$ cat config.mk
export PLATFORM = sky130hd
export DESIGN_NAME = adc_cs_serout
export DESIGN_NICKNAME = d
export VERILOG_FILES = /design/src/rtl/adc_cs_pkg.sv /design/src/rtl/adc_edge_det.sv /design/src/rtl/adc_conv_timer.sv /design/src/rtl/adc_shift_out.sv /design/src/rtl/adc_cs_serout.sv
export SDC_FILE = /design/constraint.sdc
export NUM_CORES = 1
export LEC_CHECK = 0
export ABC_AREA = 1
export CAP_MARGIN = 20
export CELL_PAD_IN_SITES_DETAIL_PLACEMENT = 2
export CELL_PAD_IN_SITES_GLOBAL_PLACEMENT = 2
export CORE_ASPECT_RATIO = 1.75
export CORE_MARGIN = 2
export CORE_UTILIZATION = 35
export DETAILED_ROUTE_END_ITERATION = 12
export DONT_BUFFER_PORTS = 1
export GPL_TIMING_DRIVEN = 0
export PLACE_DENSITY_LB_ADDON = 0.1
export SETUP_SLACK_MARGIN = 0.02
export SLEW_MARGIN = 20
export SYNTH_ARGS = -nofsm -noshare
export SYNTH_HDL_FRONTEND = slang
export SYNTH_SLANG_ARGS = --single-unit
export TNS_END_PERCENT = 5
$ cat constraint.sdc
create_clock -name clk -period 2 [get_ports clk]
set_input_delay 0.1 -clock clk [delete_from_list [all_inputs] [get_ports clk]]
set_output_delay 0.1 -clock clk [all_outputs]
set_load 0.02 [all_outputs]
$ cat src/rtl/adc_cs_pkg.sv
package adc_cs_pkg;
  typedef enum logic [1:0] {
    PH_IDLE = 2'd0,
    PH_CONV = 2'd1,
    PH_ACQ  = 2'd2
  } phase_e;
endpackage

$ cat src/rtl/adc_edge_det.sv
module adc_edge_det #(
  parameter int N = 2,
  parameter logic [N-1:0] RISE_MASK = '1,
  parameter logic [N-1:0] RST_VAL = '0
) (
  input  logic         clk,
  input  logic         rst,
  input  logic [N-1:0] din,
  output logic [N-1:0] edge_o
);
  logic [N-1:0] prev;

  for (genvar i = 0; i < N; i++) begin : g_bit
    always_ff @(posedge clk) begin
      if (rst) prev[i] <= RST_VAL[i];
      else     prev[i] <= din[i];
    end
    if (RISE_MASK[i]) begin : g_rise
      assign edge_o[i] = din[i] & ~prev[i];
    end else begin : g_fall
      assign edge_o[i] = ~din[i] & prev[i];
    end
  end
endmodule

$ cat src/rtl/adc_conv_timer.sv
module adc_conv_timer
  import adc_cs_pkg::*;
#(
  parameter int DATA_W = 16,
  parameter int T_MIN  = 8,
  parameter int T_MAX  = 20
) (
  input  logic              clk,
  input  logic              rst,
  input  logic              start,
  input  logic              sel_n,
  input  logic [DATA_W-1:0] result_in,
  output phase_e            phase,
  output logic              pwr_down,
  output logic              busy_err,
  output logic [DATA_W-1:0] word
);
  localparam int CNT_W = (T_MAX > 1) ? $clog2(T_MAX) : 1;
  localparam logic [CNT_W-1:0] LAST = CNT_W'(T_MAX - 1);
  localparam logic [CNT_W-1:0] MINC = CNT_W'(T_MIN);

  logic [CNT_W-1:0] cnt;

  always_ff @(posedge clk) begin
    if (rst) begin
      phase    <= PH_IDLE;
      cnt      <= '0;
      pwr_down <= 1'b0;
      busy_err <= 1'b0;
      word     <= '0;
    end else if (start) begin
      phase    <= PH_CONV;
      cnt      <= '0;
      pwr_down <= 1'b0;
      busy_err <= 1'b0;
    end else if (phase == PH_CONV) begin
      if (!sel_n && cnt >= MINC) busy_err <= 1'b1;
      if (cnt == LAST) begin
        phase    <= PH_ACQ;
        pwr_down <= 1'b1;
        word     <= result_in;
      end else begin
        cnt <= cnt + 1'b1;
      end
    end
  end


  cnt_range_chk: assert property (@(posedge clk) disable iff (rst)
    (phase == PH_CONV) |-> (cnt <= LAST));


  pd_acq_chk: assert property (@(posedge clk) disable iff (rst)
    pwr_down |-> (phase == PH_ACQ));


  start_conv_chk: assert property (@(posedge clk) disable iff (rst)
    start |=> (phase == PH_CONV && !pwr_down));


  busy_src_chk: assert property (@(posedge clk) disable iff (rst)
    $rose(busy_err) |-> $past(phase == PH_CONV));
endmodule

$ cat src/rtl/adc_shift_out.sv
module adc_shift_out #(
  parameter int DATA_W = 16
) (
  input  logic              clk,
  input  logic              rst,
  input  logic              acq,
  input  logic              cnv,
  input  logic              sel_n,
  input  logic              sck_fall,
  input  logic [DATA_W-1:0] word,
  output logic              sdo_oe,
  output logic              sdo
);
  localparam int IDX_W = (DATA_W > 1) ? $clog2(DATA_W) : 1;
  localparam logic [IDX_W-1:0] TOP = IDX_W'(DATA_W - 1);

  logic             rd_active;
  logic             rd_done;
  logic [IDX_W-1:0] bidx;

  always_ff @(posedge clk) begin
    if (rst) begin
      rd_active <= 1'b0;
      rd_done   <= 1'b0;
      bidx      <= '0;
      sdo_oe    <= 1'b0;
      sdo       <= 1'b0;
    end else if (!cnv && !sel_n) begin
      rd_active <= 1'b0;
      rd_done   <= 1'b1;
      sdo_oe    <= 1'b1;
      sdo       <= 1'b0;
    end else if (sel_n) begin
      rd_active <= 1'b0;
      rd_done   <= 1'b0;
      sdo_oe    <= 1'b0;
      sdo       <= 1'b0;
    end else if (rd_active) begin
      if (sck_fall) begin
        if (bidx == '0) begin
          rd_active <= 1'b0;
          rd_done   <= 1'b1;
          sdo_oe    <= 1'b0;
          sdo       <= 1'b0;
        end else begin
          bidx <= bidx - 1'b1;
          sdo  <= word[bidx - 1'b1];
        end
      end
    end else if (acq && !rd_done) begin
      rd_active <= 1'b1;
      bidx      <= TOP;
      sdo_oe    <= 1'b1;
      sdo       <= word[DATA_W-1];
    end else begin
      sdo_oe <= 1'b0;
      sdo    <= 1'b0;
    end
  end


  sel_release_chk: assert property (@(posedge clk) disable iff (rst)
    sel_n |=> !sdo_oe);


  read_in_acq_chk: assert property (@(posedge clk) disable iff (rst)
    rd_active |-> acq);


  idle_low_chk: assert property (@(posedge clk) disable iff (rst)
    (sdo_oe && !rd_active) |-> !sdo);
endmodule

$ cat src/rtl/adc_cs_serout.sv
module adc_cs_serout
  import adc_cs_pkg::*;
#(
  parameter int DATA_W = 16,
  parameter int T_MIN  = 8,
  parameter int T_MAX  = 20
) (
  input  logic              clk,
  input  logic              rst,
  input  logic              cnv,
  input  logic              sel_n,
  input  logic              sck,
  input  logic [DATA_W-1:0] result_in,
  output logic              sdo_oe,
  output logic              sdo,
  output logic              converting,
  output logic              pwr_down,
  output logic              busy_err
);
  logic [1:0]        edges;
  logic              start;
  phase_e            phase;
  logic [DATA_W-1:0] word;

  adc_edge_det #(
    .N(2),
    .RISE_MASK(2'b01),
    .RST_VAL(2'b00)
  ) u_edge (
    .clk(clk),
    .rst(rst),
    .din({sck, cnv}),
    .edge_o(edges)
  );

  assign start = edges[0] & sel_n;

  adc_conv_timer #(
    .DATA_W(DATA_W),
    .T_MIN(T_MIN),
    .T_MAX(T_MAX)
  ) u_timer (
    .clk(clk),
    .rst(rst),
    .start(start),
    .sel_n(sel_n),
    .result_in(result_in),
    .phase(phase),
    .pwr_down(pwr_down),
    .busy_err(busy_err),
    .word(word)
  );

  adc_shift_out #(
    .DATA_W(DATA_W)
  ) u_shift (
    .clk(clk),
    .rst(rst),
    .acq(phase == PH_ACQ),
    .cnv(cnv),
    .sel_n(sel_n),
    .sck_fall(edges[1]),
    .word(word),
    .sdo_oe(sdo_oe),
    .sdo(sdo)
  );

  assign converting = (phase == PH_CONV);
endmodule

Word level (Yosys, flattened, before mapping) --
Index checks and enable logic that the tools add are counted.
Storage, ports and cells: logic and storage cells 82, flip-flop bits (word level) 34
Operators by class: equality and inequality tests 7, muxes and demuxes 27, $add $sub $neg 2, order comparisons 2, reductions and logical operators 23, bitwise gates (word level) 9
Operators with widths (number):
- $mux W1 | 22
- $mux W4 | 4
- $reduce_and A2 Y1 | 5
- $reduce_bool A3 Y1 | 3
- $not A1 Y1 | 6
- $reduce_and A3 Y1 | 2
- $reduce_bool A2 Y1 | 3
- $add A5 B1 Y5 const B | 1
- $eq A5 B5 Y1 const B | 1
- $ge A5 B4 Y1 const B | 1
- $lt A4 B5 Y1 const B | 1
- $reduce_and A5 Y1 | 1
- $bmux W1 S4 | 1
- $logic_not A4 Y1 | 1
- $ne A4 B3 Y1 const B | 1
- $ne A4 B4 Y1 const B | 1
- $sub A4 B1 Y4 const B | 1
- $and A1 B1 Y1 | 3
- $logic_and A1 B1 Y1 | 3
- $logic_not A1 Y1 | 3
- $reduce_or A3 Y1 | 1
- $eq A2 B1 Y1 const B | 1
- $eq A2 B2 Y1 const B | 1
- $ne A2 B1 Y1 const B | 1
- 2 further kinds | 2

Logic depth before layout (Yosys ltp) --
Gate-level depths: netlist of run 1.
depth in word-level cells 6, gate-level depth with buffers 12, gate-level depth less buffers 10

Modules after synthesis --
A second synthesis of run 1 with hierarchy kept.
Unflattened totals: cells, all modules 253, area total of the unflattened synthesis 1745.4 µm²
By module, submodules not included:
- adc_conv_timer | area each 1017.2 µm², cells an instance 135, instances 1
- adc_shift_out | area each 636.9 µm², cells an instance 103, instances 1
- adc_edge_det | area each 68.8 µm², cells an instance 9, instances 1
- adc_cs_serout | area each 22.5 µm², cells an instance 6, instances 1

Least setup slack after synthesis of run 1 --
No wires, ideal clock.
path type register -> register, start register u_shift.bidx[0], end register u_shift.sdo, path slack 0.436 ns, cell stages (with the launch flop) 11, arrival time 1.445 ns, path buffers 2, data required time 1.881 ns, cell sequence dfxtp_1 > buf_2 > inv_2 > buf_4 > ha_1 > inv_1 > nand3_1 > nand3_1 > nand3_1 > nand3_1 > a21oi_1
On the way: word-level cells in the longest chain between the ends 6, elaborated cells on any way between the ends 7
RTL lines:
- start, declared | line adc_shift_out.sv:19 | logic [IDX_W-1:0] bidx;
- start signal, assigned | line adc_shift_out.sv:46 | bidx <= bidx - 1'b1;
- $sub A4 B1 Y4 | line adc_shift_out.sv:47 | sdo <= word[bidx - 1'b1];
- $bmux W1 S4 | line adc_shift_out.sv:47
- $mux W1 (not written as such) | line adc_shift_out.sv:47
- $mux W1 (*) | line adc_shift_out.sv:40 | if (bidx == '0) begin
- $mux W1 (*) | line adc_shift_out.sv:39 | if (sck_fall) begin
- $mux W1 (*) | line adc_shift_out.sv:38 | end else if (rd_active) begin
- end signal, assigned | line adc_shift_out.sv:47
- end signal, assigned | line adc_shift_out.sv:54 | sdo <= word[DATA_W-1];
- end, declared | line adc_shift_out.sv:12 | output logic sdo
Every way passes the cells marked *; elsewhere a longest branch is shown, timed or not. The select of a mux whose other input is x is not followed. A chain may end at the register's enable or synchronous reset.

Final worst setup path of run 1 --
start register u_shift.bidx[0], end register u_shift.bidx[1]
On the way: word-level cells in the longest chain between the ends 4, elaborated cells on any way between the ends 7
RTL lines (line):
- $sub A4 B1 Y4 | adc_shift_out.sv:46
- $mux W4 | adc_shift_out.sv:40
- $mux W4 | adc_shift_out.sv:39
- $mux W4 | adc_shift_out.sv:38
Parallel ways exist; a longest one is shown, timed or not. The select of a mux whose other input is x is not followed.

==> impl_results.md, run 1 <==
* Vias after detailed routing at 1563
* Unrepaired setup endpoints after global routing: no
* Layout Skew at 0.00264 ns
* Final critical-path share of the clock period at 91.2%
* Post-DP HPWL at 3930 um
* Largest family of logic cells by synthesized area: simple AND/OR/NAND/NOR gates
* Final GP Congestion at 0.796
* RR Startpoint: u_shift.bidx[0]
* Final min period at 1.82 ns
* Syn Std Cell Area at 1690 um2
* Post-Synth Adder-Cell Area at 2.22%
* Post-route setup TNS at 0 ns
* Synth warn at 0
* H-tree Lvls at 2
* Setup CP Type: reg -> reg
* Crit start category: flip-flop
* Post-Route WL at 5170 um
* Mux cell area share after synthesis at 0%
* Layout cells sized above 1 at 16.9%
* Synth Instances at 225
* Power Density at 636 nW/um2
* Initial antenna violation count at 0
* CP endpoint kind: flip-flop
* Vias in the first global route at 1778
* Maxcap violations at 0
* ANT cells at 0
* Setup crit end: u_shift.bidx[1]
* Async set-reset flop share out of synthesis at 0%
* Max Fclk at 548 MHz
* Pin count of the biggest net entering global routing at 11
* Post-CTS setup buffer count at 0
* Filler instances at 550
* Antenna Violating Nets Remaining at 0
* Grt total ovfl at 0
* Beginning of the critical path: u_shift.bidx[0]
* Port Buf Inserts at 0
* Post-route DRC violation count at 0
* CORE AREA at 4670 um2
* CTS tree: yes
* Post-Syn Nets at 249
* Post-synthesis compound-gate area fraction at 14.2%
* Global-route wire length before repair at 8700 um
* Largest cells by area after synthesis: dfxtp_1 (40%), nand3_1 (11%), nand2_1 (9.7%), inv_1 (5.1%), a21oi_1 (5.0%)
* Setup violators final at 0
* Post-synthesis sequential area ratio at 40.2%
* Prevailing post-synth register cell: dfxtp_1
* RR Endpoint: u_shift.bidx[1]
* Rows at 33
* Global routing usage on met3 at 3.49%
* WP data required at 2.16 ns
* # IOs at 26
* Worst-path fanout max at 10
* Clock Latency Late Sink at 0.28 ns
* Post-Layout Inst Area at 2030 um2
* Worst-margin pin slew at 0.441 ns
* Fin Hold WS at 0.0118 ns
* Simple-gate share of the synthesized area at 33.0%
* R2R cell count at 10
* Root Buffer: clkbuf_8
* Drt pass-1 iters at 4
* Worst vdd ir at 0.552 mV
* Slew Limit Fails at 0
* Distinct cell type count after synthesis at 28
* Worst reg2reg setup slack at 0.18 ns
* Die W at 56.6 um
* # nets final at 274
* Worst slew margin at 70.6%
* Met1 capacity usage during global routing at 20.0%
* Clk slew on worst S/H paths at 0.07 ns
* Pwr Total at 1.29 mW
* Final core utilization at 43.4%
* Crit path DAT at 1.99 ns
* Total leakage power at 0.774 nW
* Share of Yosys cell area claimed by the top area cell type at 40.2%
* Endpoints failing hold at 0
* Drt initial violations at 30
* Worst Hold Depth at 2
* Dpl cell area at 1760 um2
* Leading area contributor after synthesis: dfxtp_1
* Initial Util at 36.3%
* Avg Inst Size Synth at 7.53 um2
* Num CTS Buffers at 5
* Global Route Usage Sum at 21.0%
* Busiest grt layer: met2
* FF+latch count, synth at 34
* Hold Crit Class: in -> reg
* Wirelength per Cell at 17.2 um
* Met2 usage in global routing at 43.7%
* Clk buf depth at 2
* Xor and xnor area share after synthesis at 1.03%
* Layout area overhead at 19.6%
* Outcome: completed
* Via-to-Cell Ratio at 5.19
* EDFF count, synth at 0
* Clk sinks at 34
* Die ar. at 5430 um2
* Die outline height at 96.0 um
## logic make-up after synthesis
group / after synthesis
xor+xnor: 2
buf+inv: 35
compound gates: 39
flops: 34
fa+ha+maj: 3
simple gates: 112
## through the flow
stage          std cells  setup WS [ns]
2_1_floorplan        225          0.436
3_3_place_gp         277         0.0400
3_5_place_dp         277         0.0231
4_1_cts              301         0.0606
5_1_grt              301         0.0308
6_report             301          0.175
## worst max-delay path, stage by stage, from the launching register on
cell and delay, ns:
dfxtp_1 0.31, clkbuf_4 0.20, inv_2 0.06, buf_4 0.17, ha_2 0.20, nand2_1 0.10
nor2_1 0.07, nor2_1 0.20, nand2_1 0.14, o21ai_0 0.18, a21oi_1 0.07
## registers in the layout, indices dropped and copies added (netlist names), 2 cells and up
signal         flops
u_edge.prev        2
u_timer.word      16
u_timer.cnt        5
u_timer.phase      2
u_shift.bidx       4
## cell usage in the layout (no fill, tap or decap), types with 2 or more instances in the layout
cell type / count
nor3_1: 2
dlygate4sd3_1: 18
ha_1: 2
clkbuf_8: 6
xor2_1: 2
a21oi_1: 17
inv_1: 22
dfxtp_1: 34
nor2_1: 12
nand3_1: 38
inv_2: 6
nand2_1: 44
nand2_2: 9
a21oi_2: 9
buf_2: 2
buf_4: 2
o21ai_0: 9
## power by group
part / switching (mW) / internal, mW / total (mW)
Sequential: 0.00615 / 0.685 / 0.691
Clock: 0.235 / 0.265 / 0.500
Combinational: 0.0572 / 0.0407 / 0.0979
## cell usage after synthesis (2+ instances only)
cell	count
dfxtp_1	34
ha_1	3
inv_2	5
nand2_1	44
nor3_1	2
o21ai_0	9
buf_4	2
xor2_1	2
buf_2	3
nand3_1	38
nand2_2	9
nor2_1	12
a21oi_2	9
a21oi_1	17
inv_1	23
## layer usage
metal	part of all wire (%)	up-vias
met2	60	22
met1	36	756
met3	2.3	6
met4	1.4	0
li1	-	779
met5	0	-
## how the worst min path moves through the flow
stage                        from          endpoint
finish              result_in[11]  u_timer.word[11]
global route         result_in[7]   u_timer.word[7]
CTS                 result_in[11]  u_timer.word[11]
detailed placement          sel_n   u_shift.rd_done
global placement            sel_n   u_shift.rd_done
floorplan                   sel_n   u_shift.rd_done
## area by class of cell
type | instances | area, um2 | share of cell area, %
Timing Repair Buffer | 18 | 180 | 8.89
Buffer | 7 | 56.3 | 2.78
Inverter | 28 | 105 | 5.19
Multi-Input combinational cell | 156 | 857 | 42.3
Tap cell | 52 | 65.1 | 3.21
Clock buffer | 6 | 82.6 | 4.07
Sequential cell | 34 | 681 | 33.6
## repair_timing
| action | CTS | global route |
|---|---|---|
| hold endpoints to repair | 16 | 0 |
| gates resized for setup | 1 | 2 |
| hold buffers | 18 | 0 |
| setup endpoints to repair | 1 | 5 |
Note: power is estimated with default switching activity, not from simulation.
==> inputs of run 2 (changes only) <==
--- a/config.mk
+++ b/config.mk
@@ -16,6 +16,7 @@
 export DONT_BUFFER_PORTS = 1
 export GPL_TIMING_DRIVEN = 0
 export PLACE_DENSITY_LB_ADDON = 0.1
+export RECOVER_POWER = 50
 export SETUP_SLACK_MARGIN = 0.02
 export SLEW_MARGIN = 20
 export SYNTH_ARGS = -nofsm -noshare
==> run 2 against run 1 <==
Via count hardly changed. Sequential cell count stayed put. Highest routed layer unchanged. Sequential share of layout area increased by 0.15 points. Critical path depth decreased by 4. Design area down 0.43%. Worst setup slack worse by 0.013 ns. Combinational power is 1% lower. Total power shrank 0.11%. Clock-buffer cell count unchanged. Non-clock buffer count stayed put. Sequential power about the same.
==> impl_results.md, run 2 (synthesized netlist as in run 1, its figures left out) <==
* Maxcap violations at 0 (unchanged)
* Post-Layout Inst Area at 2020 um2 (-0.43%)
* Crit path DAT at 2.04 ns (+0.05 ns)
* Post-CTS setup buffer count at 0 (unchanged)
* Most frequent cells in the layout: nand2_1 (44), nand3_1 (38), dfxtp_1 (34), inv_1 (22), dlygate4sd3_1 (18)
* Initial antenna violation count at 0 (unchanged)
* Via-to-Cell Ratio at 5.19 (about the same)
* CP endpoint kind: flip-flop
* Rows at 33 (unchanged)
* Vias in the first global route at 1778 (unchanged)
* Dpl cell area at 1760 um2 (unchanged)
* Max reg flops at 16 (unchanged)
* CTS tree: yes
* Biggest register: u_timer.word
* Die W at 56.6 um (unchanged)
* Worst vdd ir at 0.552 mV (about the same)
* Antenna Violating Nets Remaining at 0 (unchanged)
* Post-route setup TNS at 0 ns (unchanged)
* Clk buf depth at 2 (unchanged)
* Worst-margin pin slew at 0.768 ns (+0.328 ns)
* Slowest stage cell on the critical path: nor2_1
* Worst slack, placed at 0.0231 ns (unchanged)
* Layout area overhead at 19.1%
* # IOs at 26 (unchanged)
* Max Fclk at 544 MHz (-0.70%)
* Global-route wire length before repair at 8700 um (unchanged)
* Clk slew on worst S/H paths at 0.07 ns (about the same)
* Vias after detailed routing at 1562 (-0.064%)
* Final critical-path share of the clock period at 91.9% (+0.65 points)
* Num CTS Buffers at 5 (unchanged)
* Filler instances at 552 (+0.36%)
* CORE AREA at 4670 um2 (unchanged)
* Worst slew margin at 48.8% (-22 points)
* Post-DP HPWL at 3930 um (unchanged)
* Crit start category: flip-flop
* Drt pass-1 iters at 4 (unchanged)
* Power Density at 638 nW/um2 (+0.33%)
* Root Buffer: clkbuf_8
* Die outline height at 96.0 um (unchanged)
* WP data required at 2.21 ns (+0.05 ns)
* Outcome: completed
* Layout cells sized above 1 at 16.1% (-0.80 points)
* Final min period at 1.84 ns (+0.0129 ns)
* H-tree Lvls at 2 (unchanged)
* Final GP Congestion at 0.796 (unchanged)
* Hold Crit Class: in -> reg
* Layout Skew at 0.00262 ns (-0.0000247 ns)
* Commonest non-fill, non-tap cell in the layout: nand2_1
* Initial Util at 36.3% (unchanged)
* Pin count of the biggest net entering global routing at 11 (unchanged)
* Post-Route WL at 5180 um (+0.15%)
* ANT cells at 0 (unchanged)
* Wirelength per Cell at 17.2 um (+0.15%)
* Crit path largest cell delay at 0.47 ns (+0.16 ns)
* Biggest regs: u_timer.word: 16 flops, u_timer.cnt: 5 flops, u_shift.bidx: 4 flops
* Die ar. at 5430 um2 (unchanged)
* Drt initial violations at 30 (unchanged)
* Beginning of the critical path: u_timer.phase[1]
* Global Route Usage Sum at 21.0% (unchanged)
* Setup WS post-layout at 0.162 ns (-0.0129 ns)
* Worst-path fanout max at 10 (unchanged)
* # nets final at 274 (unchanged)
* Endpoints failing hold at 0 (unchanged)
* Post-route DRC violation count at 0 (unchanged)
* Total leakage power at 0.771 nW (-0.40%)
* CP Cell Sequence: nor2_1 > inv_2 > nor2_8 > buf_4 > nand3_1 > a21oi_2
* Port Buf Inserts at 0 (unchanged)
* Grt total ovfl at 0 (unchanged)
* Slew Limit Fails at 0 (unchanged)
* Unrepaired setup endpoints after global routing: no
* Clock Latency Late Sink at 0.28 ns (about the same)
* RR Startpoint: u_timer.phase[1]
* Setup violators final at 0 (unchanged)
* Clk sinks at 34 (unchanged)
* Setup CP Type: reg -> reg
* Hold path start: result_in[11]
-- run 2: layout make-up --
type	count	area (um2)	share of cell area [%]
Buffer	7	55.1	2.73
Clock buffer	6	82.6	4.09
Inverter	28	105	5.21
Multi-Input combinational cell	156	850	42.1
Sequential cell	34	681	33.7
Tap cell	52	65.1	3.22
Timing Repair Buffer	18	180	8.93
-- run 2: layer usage --
layer	track usage [%]	up-vias	share of wire [%]
li1	-	779	-
met1	20.0	755	36
met2	43.7	22	60
met3	3.49	6	2.3
met4	6.75	0	1.4
met5	0	-	0
-- run 2: stage by stage --
stage	cells	util [%]	hold WS, ns	power, mW
after detailed placement	277	37.7	0.199	0.776
final	301	43.3	0.0119	1.29
after global placement	277	37.7	0.186	0.770
after CTS	301	43.3	0.00701	1.31
after floorplan	225	-	0.178	0.756
after global routing	301	43.3	0.00457	1.34
-- run 2: worst paths after layout --
kind,cells after the start,slack (ns),endpoint
setup / recovery,6,0.16,u_timer.word[7]
hold / removal,2,0.01,u_timer.word[11]
hold reg to reg,2,0.46,u_timer.word[4]
setup reg to reg,6,0.16,u_timer.word[7]
-- run 2: report_power, final --
part           switching (mW)  leakage, nW  internal, mW
Sequential            0.00615        0.275         0.685
Combinational          0.0566        0.452        0.0399
Clock                   0.235       0.0431         0.265
-- run 2: critical path, delay by kind of cell (launching register included) --
family,cells,cell delay [ns]
AND/OR/NAND/NOR,3,0.82
flip-flops,1,0.41
buffers and inverters,2,0.38
AO/OA/AOI/OAI,1,0.16
-- run 2: what timing repair did --
action,CTS,global route
endpoints found under the hold margin,16,0
resized for setup,1,2
hold buffers,18,0
endpoints found under the setup margin,1,5
